===== src/rtl/mcc_pkg.sv =====
package mcc_pkg;
    localparam int INSTR_W = 16;
    localparam int OPC_W   = 7;
    localparam int FLD_W   = 3;
    localparam int RA_W    = 4;
    localparam int FS_W    = 4;
    localparam int OFF_W   = 2 * FLD_W;
    localparam logic [RA_W-1:0] SCRATCH_REG = 4'b1000;

    typedef enum logic [3:0] {
        ST_FETCH = 4'b0000,
        ST_EXEC0 = 4'b0001,
        ST_EXEC1 = 4'b0010
    } mcc_state_e;

    typedef enum logic [1:0] {
        PC_HOLD = 2'b00,
        PC_INC  = 2'b01,
        PC_BR   = 2'b10,
        PC_JMP  = 2'b11
    } pc_act_e;

    typedef struct packed {
        logic [3:0]      ns;
        pc_act_e         ps;
        logic            il;
        logic [RA_W-1:0] dx;
        logic [RA_W-1:0] ax;
        logic [RA_W-1:0] bx;
        logic            mb;
        logic [FS_W-1:0] fs;
        logic            md;
        logic            rw;
        logic            mm;
        logic            mw;
    } ctrl_t;

    localparam logic [OPC_W-1:0] OP_MUL = 7'b0001100;
    localparam logic [OPC_W-1:0] OP_LRI = 7'b0010001;
    localparam logic [OPC_W-1:0] OP_BRZ = 7'b1100000;
    localparam logic [OPC_W-1:0] OP_BRN = 7'b1100001;
    localparam logic [OPC_W-1:0] OP_JMP = 7'b1110000;

    function automatic logic is_alu(input logic [OPC_W-1:0] op);
        case (op)
            7'b0000000, 7'b0000001, 7'b0000010, 7'b0000101, 7'b0000110,
            7'b0001000, 7'b0001001, 7'b0001010, 7'b0001011: return 1'b1;
            default: return 1'b0;
        endcase
    endfunction
endpackage


===== src/rtl/mcc_decoder.sv =====
module mcc_decoder
    import mcc_pkg::*;
(
    input  mcc_state_e         state,
    input  logic [INSTR_W-1:0] ir,
    input  logic               flag_n,
    input  logic               flag_z,
    output ctrl_t              cw
);
    logic [OPC_W-1:0] op;
    logic [RA_W-1:0]  dr_a, sa_a, sb_a;

    assign op   = ir[INSTR_W-1 -: OPC_W];
    assign dr_a = {1'b0, ir[3*FLD_W-1 -: FLD_W]};
    assign sa_a = {1'b0, ir[2*FLD_W-1 -: FLD_W]};
    assign sb_a = {1'b0, ir[FLD_W-1:0]};

    always_comb begin
        cw = '0;
        case (state)
            ST_FETCH: begin
                cw.ns = ST_EXEC0;
                cw.il = 1'b1;
            end
            ST_EXEC0: begin
                cw.ns = ST_FETCH;
                cw.ps = PC_INC;
                if (is_alu(op)) begin
                    cw.dx = dr_a;
                    cw.ax = sa_a;
                    cw.bx = sb_a;
                    cw.fs = op[FS_W-1:0];
                    cw.rw = 1'b1;
                end else if (op == OP_MUL) begin
                    cw.ns = ST_EXEC1;
                    cw.ps = PC_HOLD;
                    cw.ax = sa_a;
                    cw.bx = sb_a;
                    cw.fs = op[FS_W-1:0];
                end else if (op == OP_LRI) begin
                    cw.ns = ST_EXEC1;
                    cw.ps = PC_HOLD;
                    cw.dx = SCRATCH_REG;
                    cw.ax = sa_a;
                    cw.mm = 1'b1;
                    cw.md = 1'b1;
                    cw.rw = 1'b1;
                end else if (op == OP_BRZ) begin
                    cw.ax = sa_a;
                    cw.ps = flag_z ? PC_BR : PC_INC;
                end else if (op == OP_BRN) begin
                    cw.ax = sa_a;
                    cw.ps = flag_n ? PC_BR : PC_INC;
                end else if (op == OP_JMP) begin
                    cw.ax = sa_a;
                    cw.ps = PC_JMP;
                end
            end
            ST_EXEC1: begin
                cw.ns = ST_FETCH;
                cw.ps = PC_INC;
                if (op == OP_MUL) begin
                    cw.dx = dr_a;
                    cw.ax = sa_a;
                    cw.bx = sb_a;
                    cw.fs = op[FS_W-1:0];
                    cw.rw = 1'b1;
                end else if (op == OP_LRI) begin
                    cw.dx = dr_a;
                    cw.ax = SCRATCH_REG;
                    cw.rw = 1'b1;
                end
            end
            default: cw.ns = ST_FETCH;
        endcase
    end
endmodule


===== src/rtl/mcc_pc.sv =====
module mcc_pc
    import mcc_pkg::*;
#(
    parameter int W = 16
) (
    input  logic             clk,
    input  logic             rst,
    input  pc_act_e          act,
    input  logic [OFF_W-1:0] offset,
    input  logic [W-1:0]     jump_val,
    output logic [W-1:0]     pc_q
);
    logic [W-1:0] pc_d;
    logic [W-1:0] off_ext;

    assign off_ext = {{(W-OFF_W){offset[OFF_W-1]}}, offset};

    always_comb begin
        case (act)
            PC_INC:  pc_d = pc_q + W'(1);
            PC_BR:   pc_d = pc_q + off_ext;
            PC_JMP:  pc_d = jump_val;
            default: pc_d = pc_q;
        endcase
    end

    always_ff @(posedge clk) begin
        if (rst) pc_q <= '0;
        else     pc_q <= pc_d;
    end


    pc_hold_chk: assert property (@(posedge clk) disable iff (rst)
        act == PC_HOLD |=> pc_q == $past(pc_q));


    pc_inc_chk: assert property (@(posedge clk) disable iff (rst)
        act == PC_INC |=> pc_q == $past(pc_q) + W'(1));
endmodule


===== src/rtl/mcc_top.sv =====
module mcc_top
    import mcc_pkg::*;
#(
    parameter int DATA_W = 16
) (
    input  logic              clk,
    input  logic              rst,
    input  logic [DATA_W-1:0] mem_rdata,
    input  logic              flag_n,
    input  logic              flag_z,
    input  logic [DATA_W-1:0] abus,
    output logic [DATA_W-1:0] mem_addr,
    output logic [DATA_W-1:0] pc,
    output logic [$bits(ctrl_t)-1:0] ctrl_word
);
    typedef struct packed {
        mcc_state_e         state;
        logic [INSTR_W-1:0] ir;
    } seq_t;

    seq_t  seq_d, seq_q;
    ctrl_t cw;

    mcc_decoder u_dec (
        .state  (seq_q.state),
        .ir     (seq_q.ir),
        .flag_n (flag_n),
        .flag_z (flag_z),
        .cw     (cw)
    );

    mcc_pc #(.W(DATA_W)) u_pc (
        .clk      (clk),
        .rst      (rst),
        .act      (cw.ps),
        .offset   ({seq_q.ir[3*FLD_W-1 -: FLD_W], seq_q.ir[FLD_W-1:0]}),
        .jump_val (abus),
        .pc_q     (pc)
    );

    always_comb begin
        seq_d       = seq_q;
        seq_d.state = mcc_state_e'(cw.ns);
        if (cw.il) seq_d.ir = mem_rdata[INSTR_W-1:0];
    end

    always_ff @(posedge clk) begin
        if (rst) begin
            seq_q.state <= ST_FETCH;
            seq_q.ir    <= '0;
        end else begin
            seq_q <= seq_d;
        end
    end

    assign mem_addr  = cw.mm ? abus : pc;
    assign ctrl_word = cw;


    fetch_to_exec_chk: assert property (@(posedge clk) disable iff (rst)
        seq_q.state == ST_FETCH |=> seq_q.state == ST_EXEC0);


    ir_hold_chk: assert property (@(posedge clk) disable iff (rst)
        !cw.il |=> seq_q.ir == $past(seq_q.ir));


    exec1_return_chk: assert property (@(posedge clk) disable iff (rst)
        seq_q.state == ST_EXEC1 |=> seq_q.state == ST_FETCH);
endmodule


===== config.mk =====
export PLATFORM = sky130hd
export DESIGN_NAME = mcc_top
export DESIGN_NICKNAME = d
export VERILOG_FILES = /design/src/rtl/mcc_pkg.sv /design/src/rtl/mcc_decoder.sv /design/src/rtl/mcc_pc.sv /design/src/rtl/mcc_top.sv
export SDC_FILE = /design/constraint.sdc
export NUM_CORES = 1
export LEC_CHECK = 0
export BUFFER_PORTS_ARGS = -buffer_cell sky130_fd_sc_hd__buf_2
export CORE_AREA = 2 2 77 79
export DETAILED_ROUTE_END_ITERATION = 16
export DIE_AREA = 0 0 79 81
export GPL_ROUTABILITY_DRIVEN = 0
export GPL_TIMING_DRIVEN = 0
export PLACE_DENSITY = 0.79
export SKIP_CTS_REPAIR_TIMING = 1
export SLEW_MARGIN = 20
export SYNTH_ARGS = -nofsm -noshare
export SYNTH_HDL_FRONTEND = slang
export SYNTH_SLANG_ARGS = --single-unit

===== constraint.sdc =====
create_clock -name clk -period 5.3 [get_ports clk]
set_input_delay 0.265 -clock clk [delete_from_list [all_inputs] [get_ports clk]]
set_output_delay 0.265 -clock clk [all_outputs]
set_load 0.01 [all_outputs]

==> impl_metrics.csv <==
group,metric,value,unit
global_route,grt_remaining_overflow,0,
worst_setup_path,required,5.46,ns
yosys,synth_top_flop_cell,"dfxtp_1",
place,io_buffer_count,90,
power,p_sw,201,uW
power,power.total,721,uW
yosys,netlist_area,2760,sq um
yosys,syn-mean-instance-area,7.40,sq um
worst_setup_path,max_stage_delay,0.44,ns
drt,drt_wl_total,8.26,mm
die,coreArea,5680,sq um
sta,rsz0062_at_grt,"false",
clocking,path_clk_slew,0.08,ns
drt,wire_per_inst,15.0,microns
flow_run,drv_cap,0,
finish,n_antenna_cell,0,
status,status,"complete, no violations",
global_route,grt_pass1_wl,13.2,mm
worst_setup_path,rrSetupSlack,0.91,ns
yosys,ys_ff_latch,35,
global_route,grt_max_degree,13,
global_route,grt_usage,26.0,%
die,die_w,79,microns
worst_setup_path,startpoint_type,"flip-flop",
sta,timing.final.crit_share,82.8,%
worst_hold_path,min_from,"rst",
yosys,synth_edf_count,0,
worst_setup_path,cp_top_family,"simple AND/OR/NAND/NOR gates",
global_route,grt_antenna_before_repair,0,
worst_setup_path,slowest_stage,"fa_1",
drt,vias,3138,
clocking,clock_latency,0.29,ns
die,num_rows,28,
power,p_seq_share,40.0,%
worst_setup_path,cp_data_arrival_time,4.55,ns
finish,final_cell_mix,"buf_2, nand2_1, nor2_1",
yosys,synthCells,373,
power,internal_power,521,uW
worst_setup_path,crit_top_cell,"or3_1",
sta,maxSlewHeadroom,49.8,%
global_route,grt_use_met3,3.00,%
yosys,async_reset_ff_share,0,%
worst_setup_path,path_max_fanout,10,
die,die_area,6400,sq um
finish,area.growth.synth_to_final,25.2,%
power,pwr-share-clk,41.2,%
global_route,grt_pass1_vias,2820,
sta,finalHoldViolCount,0,
worst_setup_path,crit_path_end_kind,"flip-flop",
clocking,cts_made_buffers,5,
yosys,seq_area_frac_synth,25.4,%
worst_setup_path,r2r_start,"seq_q[17]$_SDFF_PP0_",
sta,maxSlewViolCount,0,
clocking,cts.sinks,35,
clocking,htree_num_levels,2,
die,io_pins,96,
drt,drt_iter0_markers,348,
sta,fin_skew,0.00607,ns
yosys,synth_warnings,0,
drt,viasPerCell,5.71,
worst_setup_path,cp.buffers_inverters,4,
drt,drt_pass1_iterations,5,
sta,fin_tns_setup,0,ns
drt,ant_nets,0,
worst_setup_path,path_class,"reg -> reg",
yosys,synth_cell_type_count,61,
clocking,clockBufferDepth,2,
worst_hold_path,hold_path_class,"in -> reg",
worst_setup_path,path_cells,"inv_1 -> ha_1 -> clkbuf_1 -> nand2_1 -> or3_1 -> buf_2 -> or3_1 -> ha_1 -> fa_1 -> a211oi_1 -> o21bai_1 -> clkbuf_1 -> or3_1 -> mux2i_1 -> o21ai_0 -> nand2_1 -> a31oi_1",
worst_setup_path,cp.depth,17,
power,combPwrFrac,18.8,%
global_route,met2_usage,44.1,%
clocking,root_buffer,"clkbuf_8",
power,pwr_density_cell,209,nW/um^2
global_route,grt_util_met1,34.4,%
worst_setup_path,cp-startpoint,"seq_q[17]$_SDFF_PP0_",
power,p_leak,1.74,nW
die,die_y,81,microns
global_route,grt_busiest_layer,"met2",
drt,drc,0,
sta,setup_viol,0,
power,peakVddDrop,0.000137,V
sta,tightest_slew,0.745,ns
finish,nets,520,
finish,drive_gt1_share,26.1,%
worst_setup_path,crit_end,"u_pc.pc_q[12]$_SDFFE_PP0P_",
sta,max_freq,228,MHz
finish,final_common_cell,"buf_2",
sta,finalCriticalPeriod,4.39,ns
power,power_switching_share,27.8,%
die,start_util,48.7,%
worst_setup_path,reg2reg_to,"u_pc.pc_q[12]$_SDFFE_PP0P_",
worst_setup_path,reg2reg_depth,17,
clocking,cts_tree,"built",
place,place_hpwl,6.04,mm
[per-layer routing]
layer | vias up | wire length [microns]
met5 | - | 0
li1 | 1530 | -
met3 | 12 | 521
met1 | 1466 | 3560
met4 | 0 | 133
met2 | 130 | 4050
[state kept, by name, summed over array words and instances, names as in the netlist, named ones only]
name and flops:
u_pc.pc_q 16, seq_q 18
[final cells by class]
cell class / count / area (sq um)
repair buffers: 90 / 450
flip-flops and latches: 35 / 701
clock buffers: 5 / 68.8
well taps: 75 / 93.8
inverters: 7 / 26.3
fillers: 574 / 2220
multi-input cells: 307 / 1910
clock inverters: 3 / 67.6
plain buffers: 28 / 139
[worst reg2reg max path, stage by stage, from the launching register on]
cell and delay (ns):
dfxtp_1 0.32, inv_1 0.07, ha_1 0.14, clkbuf_1 0.28
nand2_1 0.19, or3_1 0.41, buf_2 0.19, or3_1 0.37
ha_1 0.23, fa_1 0.44, a211oi_1 0.34, o21bai_1 0.14
clkbuf_1 0.24, or3_1 0.41, mux2i_1 0.20, o21ai_0 0.10
nand2_1 0.11, a31oi_1 0.07
[power by group through the flow]
stage                     Combinational, mW  Sequential, mW  Clock (mW)
after floorplan                      0.0884           0.292           0
after global placement                0.130           0.294           0
after detailed placement              0.133           0.294           0
after CTS                             0.134           0.288       0.297
after global routing                  0.149           0.290       0.309
final                                 0.136           0.289       0.297
[worst min-delay path by stage]
| stage | slack [ns] | end | cells past startpoint |
|---|---|---|---|
| global route | 0.21 | seq_q[14]$_SDFFE_PP0P_ | 3 |
| floorplan | 0.36 | seq_q[11]$_SDFFE_PP0P_ | 1 |
| finish | 0.21 | seq_q[11]$_SDFFE_PP0P_ | 2 |
| detailed placement | 0.48 | seq_q[4]$_SDFFE_PP0P_ | 2 |
| global placement | 0.47 | seq_q[3]$_SDFFE_PP0P_ | 2 |
| CTS | 0.20 | seq_q[11]$_SDFFE_PP0P_ | 2 |
[through the flow]
step	instance area, sq um	cells	util, %	worst slack, ns	hold WS (ns)
after detailed placement	3320	542	58.5	0.991	0.479
after global routing	3460	550	60.9	0.509	0.209
final	3460	550	60.9	0.911	0.205
after floorplan	2780	377	-	1.48	0.361
after CTS	3460	550	60.9	0.931	0.195
after global placement	3320	542	58.5	1.07	0.467
[cells in the mapped netlist, types with 6 or more instances]
| library cell | instances | area [sq um] |
|---|---|---|
| a211oi_1 | 7 | 52.6 |
| nor3_1 | 12 | 60.1 |
| nor2_1 | 37 | 139 |
| o21ai_0 | 12 | 60.1 |
| ha_1 | 9 | 113 |
| and3_1 | 11 | 68.8 |
| nand2_1 | 72 | 270 |
| and2_1 | 11 | 68.8 |
| a21oi_1 | 23 | 115 |
| clkbuf_1 | 13 | 48.8 |
| a22oi_1 | 8 | 60.1 |
| inv_1 | 6 | 22.5 |
| mux2i_1 | 21 | 210 |
| or3_1 | 10 | 62.6 |
| buf_4 | 7 | 52.6 |
| dfxtp_1 | 35 | 701 |
| buf_2 | 6 | 30.0 |
[cells by family after synthesis]
kind of cell	synth area share (%)
AND/OR/NAND/NOR	33.1
AO/OA/AOI/OAI	20.8
flip-flops	25.4
buffers and inverters	5.98
multiplexers	9.11
adder cells (fa/ha/maj)	4.80
XOR/XNOR	0.634
other	0.136
(Power assumes the default switching activity.)
